`src/rtl/frac_baud_pkg.sv`:
```
package frac_baud_pkg;
    localparam int unsigned LO_BITS   = 8;
    localparam int unsigned HI_BITS   = 8;
    localparam int unsigned FRAC_BITS = 4;
    localparam int unsigned MIN_LO_FRAC = 3;

    // Values of zero are mapped to one so every ratio stays defined.
    function automatic logic [31:0] at_least_one(input logic [31:0] v);
        return (v == 32'd0) ? 32'd1 : v;
    endfunction
endpackage

```
`src/rtl/fbg_cfg_track.sv`:
```
module fbg_cfg_track
    import frac_baud_pkg::*;
#(
    parameter int unsigned LO_W   = LO_BITS,
    parameter int unsigned HI_W   = HI_BITS,
    parameter int unsigned FRAC_W = FRAC_BITS,
    localparam int unsigned DIV_W = LO_W + HI_W,
    localparam int unsigned RAW_W = DIV_W + 2 * FRAC_W
) (
    input  logic              clk,
    input  logic              rst_n,
    input  logic [LO_W-1:0]   lo_in,
    input  logic [HI_W-1:0]   hi_in,
    input  logic [FRAC_W-1:0] add_in,
    input  logic [FRAC_W-1:0] mul_in,
    output logic              restart,
    output logic [DIV_W-1:0]  div_eff,
    output logic [FRAC_W-1:0] add_eff,
    output logic [FRAC_W-1:0] mul_eff,
    output logic              err
);
    typedef struct packed {
        logic [RAW_W-1:0] snap;
        logic             primed;
        logic             err;
    } trk_t;

    trk_t trk_d, trk_q;
    logic [RAW_W-1:0] raw;
    logic [DIV_W-1:0] div_raw;

    assign raw     = {hi_in, lo_in, add_in, mul_in};
    assign div_raw = {hi_in, lo_in};

    always_comb begin
        trk_d        = trk_q;
        trk_d.snap   = raw;
        trk_d.primed = 1'b1;
        trk_d.err    = (add_in != '0) && (hi_in == '0) && (lo_in < LO_W'(MIN_LO_FRAC));
    end

    always_ff @(posedge clk or negedge rst_n) begin
        if (!rst_n) trk_q <= '0;
        else        trk_q <= trk_d;
    end

    assign restart = !trk_q.primed || (raw != trk_q.snap);
    assign div_eff = DIV_W'(at_least_one(32'(div_raw)));
    assign mul_eff = FRAC_W'(at_least_one(32'(mul_in)));
    assign add_eff = add_in;
    assign err     = trk_q.err;
endmodule

```
`src/rtl/fbg_frac_pre.sv`:
```
module fbg_frac_pre
    import frac_baud_pkg::*;
#(
    parameter int unsigned FRAC_W = FRAC_BITS,
    localparam int unsigned ACC_W = FRAC_W + 2
) (
    input  logic              clk,
    input  logic              rst_n,
    input  logic              restart,
    input  logic [FRAC_W-1:0] add_val,
    input  logic [FRAC_W-1:0] mul_val,
    output logic              pass
);
    typedef struct packed {
        logic [ACC_W-1:0] acc;
    } pre_t;

    pre_t pre_d, pre_q;
    logic [ACC_W-1:0] sum;
    logic [ACC_W-1:0] span;

    // Phase accumulator with modulus mul+add: advances by mul each cycle
    // and lets the cycle through whenever it wraps the modulus.
    always_comb begin
        span  = ACC_W'(mul_val) + ACC_W'(add_val);
        sum   = pre_q.acc + ACC_W'(mul_val);
        pass  = (sum >= span);
        pre_d = pre_q;
        if (restart)   pre_d.acc = '0;
        else if (pass) pre_d.acc = sum - span;
        else           pre_d.acc = sum;
    end

    always_ff @(posedge clk or negedge rst_n) begin
        if (!rst_n) pre_q <= '0;
        else        pre_q <= pre_d;
    end
endmodule

```
`src/rtl/fbg_int_div.sv`:
```
module fbg_int_div
    import frac_baud_pkg::*;
#(
    parameter int unsigned DIV_W = LO_BITS + HI_BITS
) (
    input  logic             clk,
    input  logic             rst_n,
    input  logic             restart,
    input  logic             pass,
    input  logic [DIV_W-1:0] div_val,
    output logic             tick
);
    typedef struct packed {
        logic [DIV_W-1:0] cnt;
        logic             tick;
    } dv_t;

    dv_t dv_d, dv_q;
    logic wrap;

    always_comb begin
        wrap = (dv_q.cnt == div_val - DIV_W'(1));
        dv_d = dv_q;
        dv_d.tick = 1'b0;
        if (restart) begin
            dv_d.cnt = '0;
        end else if (pass) begin
            dv_d.tick = wrap;
            dv_d.cnt  = wrap ? '0 : dv_q.cnt + DIV_W'(1);
        end
    end

    always_ff @(posedge clk or negedge rst_n) begin
        if (!rst_n) dv_q <= '0;
        else        dv_q <= dv_d;
    end

    assign tick = dv_q.tick;
endmodule

```
`src/rtl/frac_baud_gen.sv`:
```
module frac_baud_gen
    import frac_baud_pkg::*;
#(
    parameter int unsigned LO_W   = LO_BITS,
    parameter int unsigned HI_W   = HI_BITS,
    parameter int unsigned FRAC_W = FRAC_BITS,
    localparam int unsigned DIV_W = LO_W + HI_W
) (
    input  logic              clk,
    input  logic              rst_n,
    input  logic [LO_W-1:0]   div_lo,
    input  logic [HI_W-1:0]   div_hi,
    input  logic [FRAC_W-1:0] frac_add,
    input  logic [FRAC_W-1:0] frac_mul,
    output logic              tick16,
    output logic              config_error
);
    logic              restart;
    logic              pass;
    logic [DIV_W-1:0]  div_eff;
    logic [FRAC_W-1:0] add_eff;
    logic [FRAC_W-1:0] mul_eff;

    fbg_cfg_track #(.LO_W(LO_W), .HI_W(HI_W), .FRAC_W(FRAC_W)) u_cfg (
        .clk     (clk),
        .rst_n   (rst_n),
        .lo_in   (div_lo),
        .hi_in   (div_hi),
        .add_in  (frac_add),
        .mul_in  (frac_mul),
        .restart (restart),
        .div_eff (div_eff),
        .add_eff (add_eff),
        .mul_eff (mul_eff),
        .err     (config_error)
    );

    fbg_frac_pre #(.FRAC_W(FRAC_W)) u_pre (
        .clk     (clk),
        .rst_n   (rst_n),
        .restart (restart),
        .add_val (add_eff),
        .mul_val (mul_eff),
        .pass    (pass)
    );

    fbg_int_div #(.DIV_W(DIV_W)) u_div (
        .clk     (clk),
        .rst_n   (rst_n),
        .restart (restart),
        .pass    (pass),
        .div_val (div_eff),
        .tick    (tick16)
    );
endmodule

```
`config.mk`:
```
export PLATFORM = sky130hd
export DESIGN_NAME = frac_baud_gen
export DESIGN_NICKNAME = d
export VERILOG_FILES = /design/src/rtl/frac_baud_pkg.sv /design/src/rtl/fbg_cfg_track.sv /design/src/rtl/fbg_frac_pre.sv /design/src/rtl/fbg_int_div.sv /design/src/rtl/frac_baud_gen.sv
export SDC_FILE = /design/constraint.sdc
export NUM_CORES = 1
export LEC_CHECK = 0
export ABC_AREA = 0
export BUFFER_PORTS_ARGS = -buffer_cell sky130_fd_sc_hd__buf_4
export CAP_MARGIN = 15
export CORE_ASPECT_RATIO = 0.9
export CORE_UTILIZATION = 60
export DETAILED_ROUTE_END_ITERATION = 7
export PLACE_DENSITY = 0.8
export SYNTH_ARGS = -nofsm -noshare
export SYNTH_HDL_FRONTEND = slang
export SYNTH_HIERARCHICAL = 1
export SYNTH_SLANG_ARGS = --single-unit
```
`constraint.sdc`:
```
create_clock -name clk -period 9.6 [get_ports clk]
set_input_delay 1.92 -clock clk [delete_from_list [all_inputs] [get_ports clk]]
set_output_delay 1.92 -clock clk [all_outputs]
set_load 0.05 [all_outputs]
```
Word level (Yosys, flattened, before mapping)
Cells that the tools add are included.
- bits in registers: 49
- output and inout port bits: 2
- logic and storage cells: 32
- $add $sub $neg: 5
- magnitude comparators: 2
- eq/ne operators: 2
- muxes and demuxes: 8
- reductions and logical operators: 9
- operators with widths (cell ; number):
    2-to-1 mux 16 bit ; 3
    inequality test 24 bit ; 1
    2-to-1 mux 17 bit ; 1
    adder 16 x 1 -> 16 bit (second input constant) ; 1
    equality test 16 bit ; 1
    zero test 16 bit ; 1
    subtractor 16 x 1 -> 16 bit (second input constant) ; 1
    2-to-1 mux 6 bit ; 2
    zero test 8 bit ; 1
    less-than comparator 8 x 2 -> 1 bit (second input constant) ; 1
    adder 6 x 4 -> 6 bit ; 1
    >= comparator 6 bit ; 1
    subtractor 6 bit ; 1
    adder 4 x 4 -> 5 bit ; 1
    zero test 4 bit ; 1
    2-to-1 mux 4 bit ; 1
    nonzero test 4 bit ; 1
    logical AND 1 bit ; 2
    nonzero test 2 bit ; 1
    zero test 1 bit ; 1
    logical OR 1 bit ; 1
    2-to-1 mux 1 bit ; 1

Longest topological paths before layout
- word-level depth: 7
- gate-level depth with buffers: 23

Cells and area by module
Netlist, hierarchy kept.
- modules (own cells, without submodules) (module ; instances ; cells each ; area each (um2) ; seq. area each (um2)):
    fbg_int_div ; 1 ; 176 ; 1515.2 ; 425.4
    fbg_cfg_track ; 1 ; 92 ; 1103.6 ; 650.6
    fbg_frac_pre ; 1 ; 84 ; 803.3 ; 150.1

Worst setup path after synthesis
Ideal clock, no wire load.
- path type: input port to flip-flop
- start point: in frac_mul[1]
- end point: reg u_div/dv_q[13] (netlist bit)
- library setup time: 0.119 ns
- data arrival time: 5.154 ns
- setup slack: 4.328 ns
- stages on the path: 19
- buffers on the path: 1
- cell sequence: nor3_1 > or2_2 > ha_1 > inv_1 > fa_1 > fa_1 > nor2b_1 > o21a_2 > o22a_1 > nor2_2 > inv_1 > clkbuf_1 > nand3_1 > nor2_1 > and3_1 > and3_1 > nand3_1 > xor2_1 > nor2_2
- word-level cells in the longest chain between the ends: 5
- elaborated cells between the ends (all ways): 9
- classes of those cells: add/sub: 2; order compare: 1; eq/ne: 1; mux: 2; reduce/logical: 3
- ends and longest elaborated chain (item ; RTL line ; text):
    from (decl) ; frac_baud_gen.sv:14 ; input logic [FRAC_W-1:0] frac_mul,
    zero test 4 bit * ; frac_baud_pkg.sv:9 ; return (v == 32'd0) ? 32'd1 : v;
    2-to-1 mux 4 bit * ; frac_baud_pkg.sv:9 ;
    via mul_eff[0] ; frac_baud_gen.sv:22 ; logic [FRAC_W-1:0] mul_eff;
    adder 6 x 4 -> 6 bit / adder 4 x 4 -> 5 bit (equally long branches) ; fbg_frac_pre.sv:26, fbg_frac_pre.sv:25 ;
    >= comparator 6 bit * ; fbg_frac_pre.sv:27 ; pass = (sum >= span);
    via pass ; frac_baud_gen.sv:19 ; logic pass;
    nonzero test 2 bit (no source line) * ; - ;
    to (signal assigned) ; fbg_int_div.sv:35 ; else dv_q <= dv_d;
    to (decl) ; fbg_int_div.sv:18 ; dv_t dv_d, dv_q;
Mark *: on every way through the listed nets, which the timed path passes. The rest lies on a longest branch.
A chain may end at the register's enable or synchronous reset.

Worst setup path in the final report
Ends and elaborated chain as after synthesis.

==> impl_metrics.tcl <==
set metrics [dict create \
    tightest_slew_ps 653.8 \
    critPathLaunch "frac_mul[1]" \
    synth-adder-area-share 0.07239 \
    tns_ps 0 \
    die-area_um2 6010 \
    synthCells 352 \
    cts_resized 0 \
    clk_latency_ps 310 \
    power_uw 436.0 \
    cts_tree "done" \
    layout-drive-gt1-share 0.1816 \
    crit_fanout 9 \
    dieHeight_um 73.65 \
    drt_wl_total_mm 7.107 \
    clk_pin_slew_ps 90 \
    drc 0 \
    arrival_ps 5540 \
    clk_path_buf_depth 2 \
    ys.flop_type "dfrtp_1" \
    rsz0062_at_grt "false" \
    overflow 0 \
    die_w_um 81.61 \
    min_period_over_period 0.5580 \
    period_minus_slack_ps 5357 \
    start_kind "input port" \
    ctsHoldBuffers 0 \
    finalHoldViolations 0 \
    drv_slew 0 \
    synth-xor-area-share 0.1689 \
    setup_violations 0 \
    nNetsFinal 401 \
    syn_area_um2 3422 \
    power_density_nw_per_um2 119.2 \
    avgRoutedWirePerCell_um 16.72 \
    ys_types 66 \
    synth_edf_count 0 \
    synth_top_area_frac 0.3583 \
    ys_ff_latch 49 \
    port_buffers 27 \
    hold_class "flip-flop to flip-flop" \
    synthSimpleGateAreaFrac 0.2073 \
    pwr-share-clk 0.286 \
    vdd_ir_drop_max_v 0.00007928 \
    area_delta_synth_final_pct 6.874 \
    avgSynthCellArea_um2 9.722 \
    synthMuxAreaShare 0.008775 \
    outcome "finished clean" \
    intPower_uw 302.2 \
    vias 2546 \
    r2r-start "u_pre/pre_q[0]$_DFF_PN0_" \
    worstHoldStart "u_div/dv_q[16]$_DFFE_PN0P_" \
    post_cts_buffers 0 \
    pwr-share-comb 0.223 \
    ant_nets 0 \
    initial_core_util 0.6360 \
    cts_max_level 2 \
    power.share.switching 0.3068 \
    grtUsageTotal 0.2637 \
    p_seq_frac 0.490 \
    endpoint_kind "flip-flop" \
    grt_start_max_net_pins 50 \
    yosys_warnings 6 \
    ys_top_cells_by_area "dfrtp_1 36%, xnor2_1 8.4%, xor2_1 7.2%" \
    p_leak_uw 0.001550 \
    drv_cap 0 \
    clkSinkCount 49 \
    io_pins 28 \
    fin_skew_ps 5.833 \
    numCtsBuffers 5 \
    synth_fp_nets 396 \
    critPathKind "input port to flip-flop" \
    yosysTopAreaCell "dfrtp_1" \
    grt_pass1_vias 2397 \
    antenna_found_initial 0 \
    async_reset_ff_frac 1.000 \
    firstDrtPassIters 5 \
    fmax_mhz 186.7 \
    cts-root-buf "clkbuf_8" \
    p_switching_uw 133.8 \
    gp_congestion 0.8501 \
    via_per_inst 5.991 \
    synth_top_family_by_area "simple AND/OR/NAND/NOR gates" \
    synth_compound_area_frac 0.1221 \
    yosysSeqAreaShare 0.3583 \
    grt_pass1_wl_mm 11.83 \
    num_antenna_cells 0 \
    critPathRequiredTime_ps 9780 \
    slew-limit-headroom 0.5641 \
    dpl.hpwl_mm 5.363 \
    synth.most_common_cell "dfrtp_1" \
    core_um2 5380 \
    rows 25 \
    synth_common_cells "49 x dfrtp_1, 33 x xnor2_1, 28 x xor2_1" \
    drt_iter0_markers 123 \
]
==> logic make-up (layout without fill, tap and decap cells) <==
| family | count (synthesis) | in the layout |
|---|---|---|
| flops | 49 | 49 |
| fa+ha+maj | 18 | 18 |
| buf+inv | 47 | 53 |
| mux | 3 | 3 |
| xor+xnor | 63 | 63 |
| compound gates | 53 | 53 |
| other cells | 1 | 1 |
| simple gates | 118 | 118 |
==> sequential cells by signal, summed over array words and instances, names as in the netlist <==
register / cells
u_div/tick: 1
u_div/dv_q: 16
u_cfg/trk_q: 25
u_pre/pre_q: 6
u_cfg/err: 1
==> final timing paths <==
path                                                   end  slack, ps  cells past startpoint
worst max-delay path            u_div/dv_q[13]$_DFFE_PN0P_       4240                     20
worst min-delay path            u_div/dv_q[16]$_DFFE_PN0P_        580                      2
worst max register to register  u_div/dv_q[13]$_DFFE_PN0P_       6010                     16
worst min register to register  u_div/dv_q[16]$_DFFE_PN0P_        580                      2
max in group asynchronous         u_pre/pre_q[3]$_DFF_PN0_       7570                      1
min in group asynchronous         u_cfg/trk_q[8]$_DFF_PN0_       1610                      1
==> worst max-delay path: stages <==
cell	delay, ps
buf_4	140
nor3_1	160
or2_2	150
ha_1	170
inv_1	60
fa_1	530
inv_1	70
fa_1	440
nor2b_1	140
o21a_2	180
o22a_1	270
nor2_2	80
inv_1	210
nand3_1	110
nor2_1	160
and3_1	210
and3_1	220
nand3_1	110
xor2_1	170
nor2_2	40
==> layer usage <==
layer / GRT usage / share of wire
met3: 0.05714 / 0.046
met2: 0.4148 / 0.47
met1: 0.3784 / 0.48
met4: 0.04483 / 0.0094
met5: 0 / 0
==> metrics by stage <==
step | utilization | hold WS (ps) | worst slack [ps] | std cells | area [um2]
detailed placement | 0.6630 | 552.0 | 3953 | 417 | 3567
CTS | 0.6798 | 574.3 | 4265 | 425 | 3657
floorplan | - | 503.7 | 4328 | 352 | 3422
global route | 0.6798 | 600.7 | 3926 | 425 | 3657
global placement | 0.6630 | 548.0 | 4094 | 417 | 3567
finish | 0.6798 | 581.1 | 4243 | 425 | 3657
==> cell type report <==
class | instances | area [um2]
sequential | 49 | 1226
clock inverter | 3 | 21.27
clock buffer | 5 | 68.82
timing repair buffer | 27 | 202.7
inverter | 18 | 67.56
tap | 67 | 83.83
fill | 434 | 1723
multi-input combinational | 256 | 1987
==> cells in the final DEF (no fill, tap or decap), types with 2 or more instances in the layout <==
| master | count |
|---|---|
| o21ai_1 | 2 |
| nand3_1 | 8 |
| xor2_1 | 28 |
| inv_1 | 18 |
| nor3b_1 | 4 |
| nor2_1 | 18 |
| ha_1 | 15 |
| buf_4 | 27 |
| nand4_1 | 13 |
| fa_1 | 3 |
| o21a_1 | 4 |
| or3_1 | 2 |
| xnor2_1 | 33 |
| o22ai_1 | 4 |
| nor4_1 | 6 |
| o21ai_0 | 4 |
| a21o_1 | 4 |
| nor4_2 | 4 |
| nand2_1 | 17 |
| nor2_2 | 11 |
| nor3_1 | 13 |
| o31ai_1 | 3 |
| clkbuf_8 | 5 |
| a211oi_1 | 3 |
| a21oi_1 | 8 |
| nor2b_1 | 4 |
| or2_2 | 2 |
| dfrtp_1 | 49 |
| a31oi_1 | 2 |
| mux2i_1 | 3 |
| and3_1 | 6 |
==> power groups by stage <==
stage	logic (uW)	registers, uW	clock network [uW]
finish	97.4	214	125
global route	108	214	139
CTS	97.2	214	128
detailed placement	95.9	218	0
global placement	92.9	218	0
floorplan	67.2	218	0
Note: power is estimated with default switching activity, not from simulation.
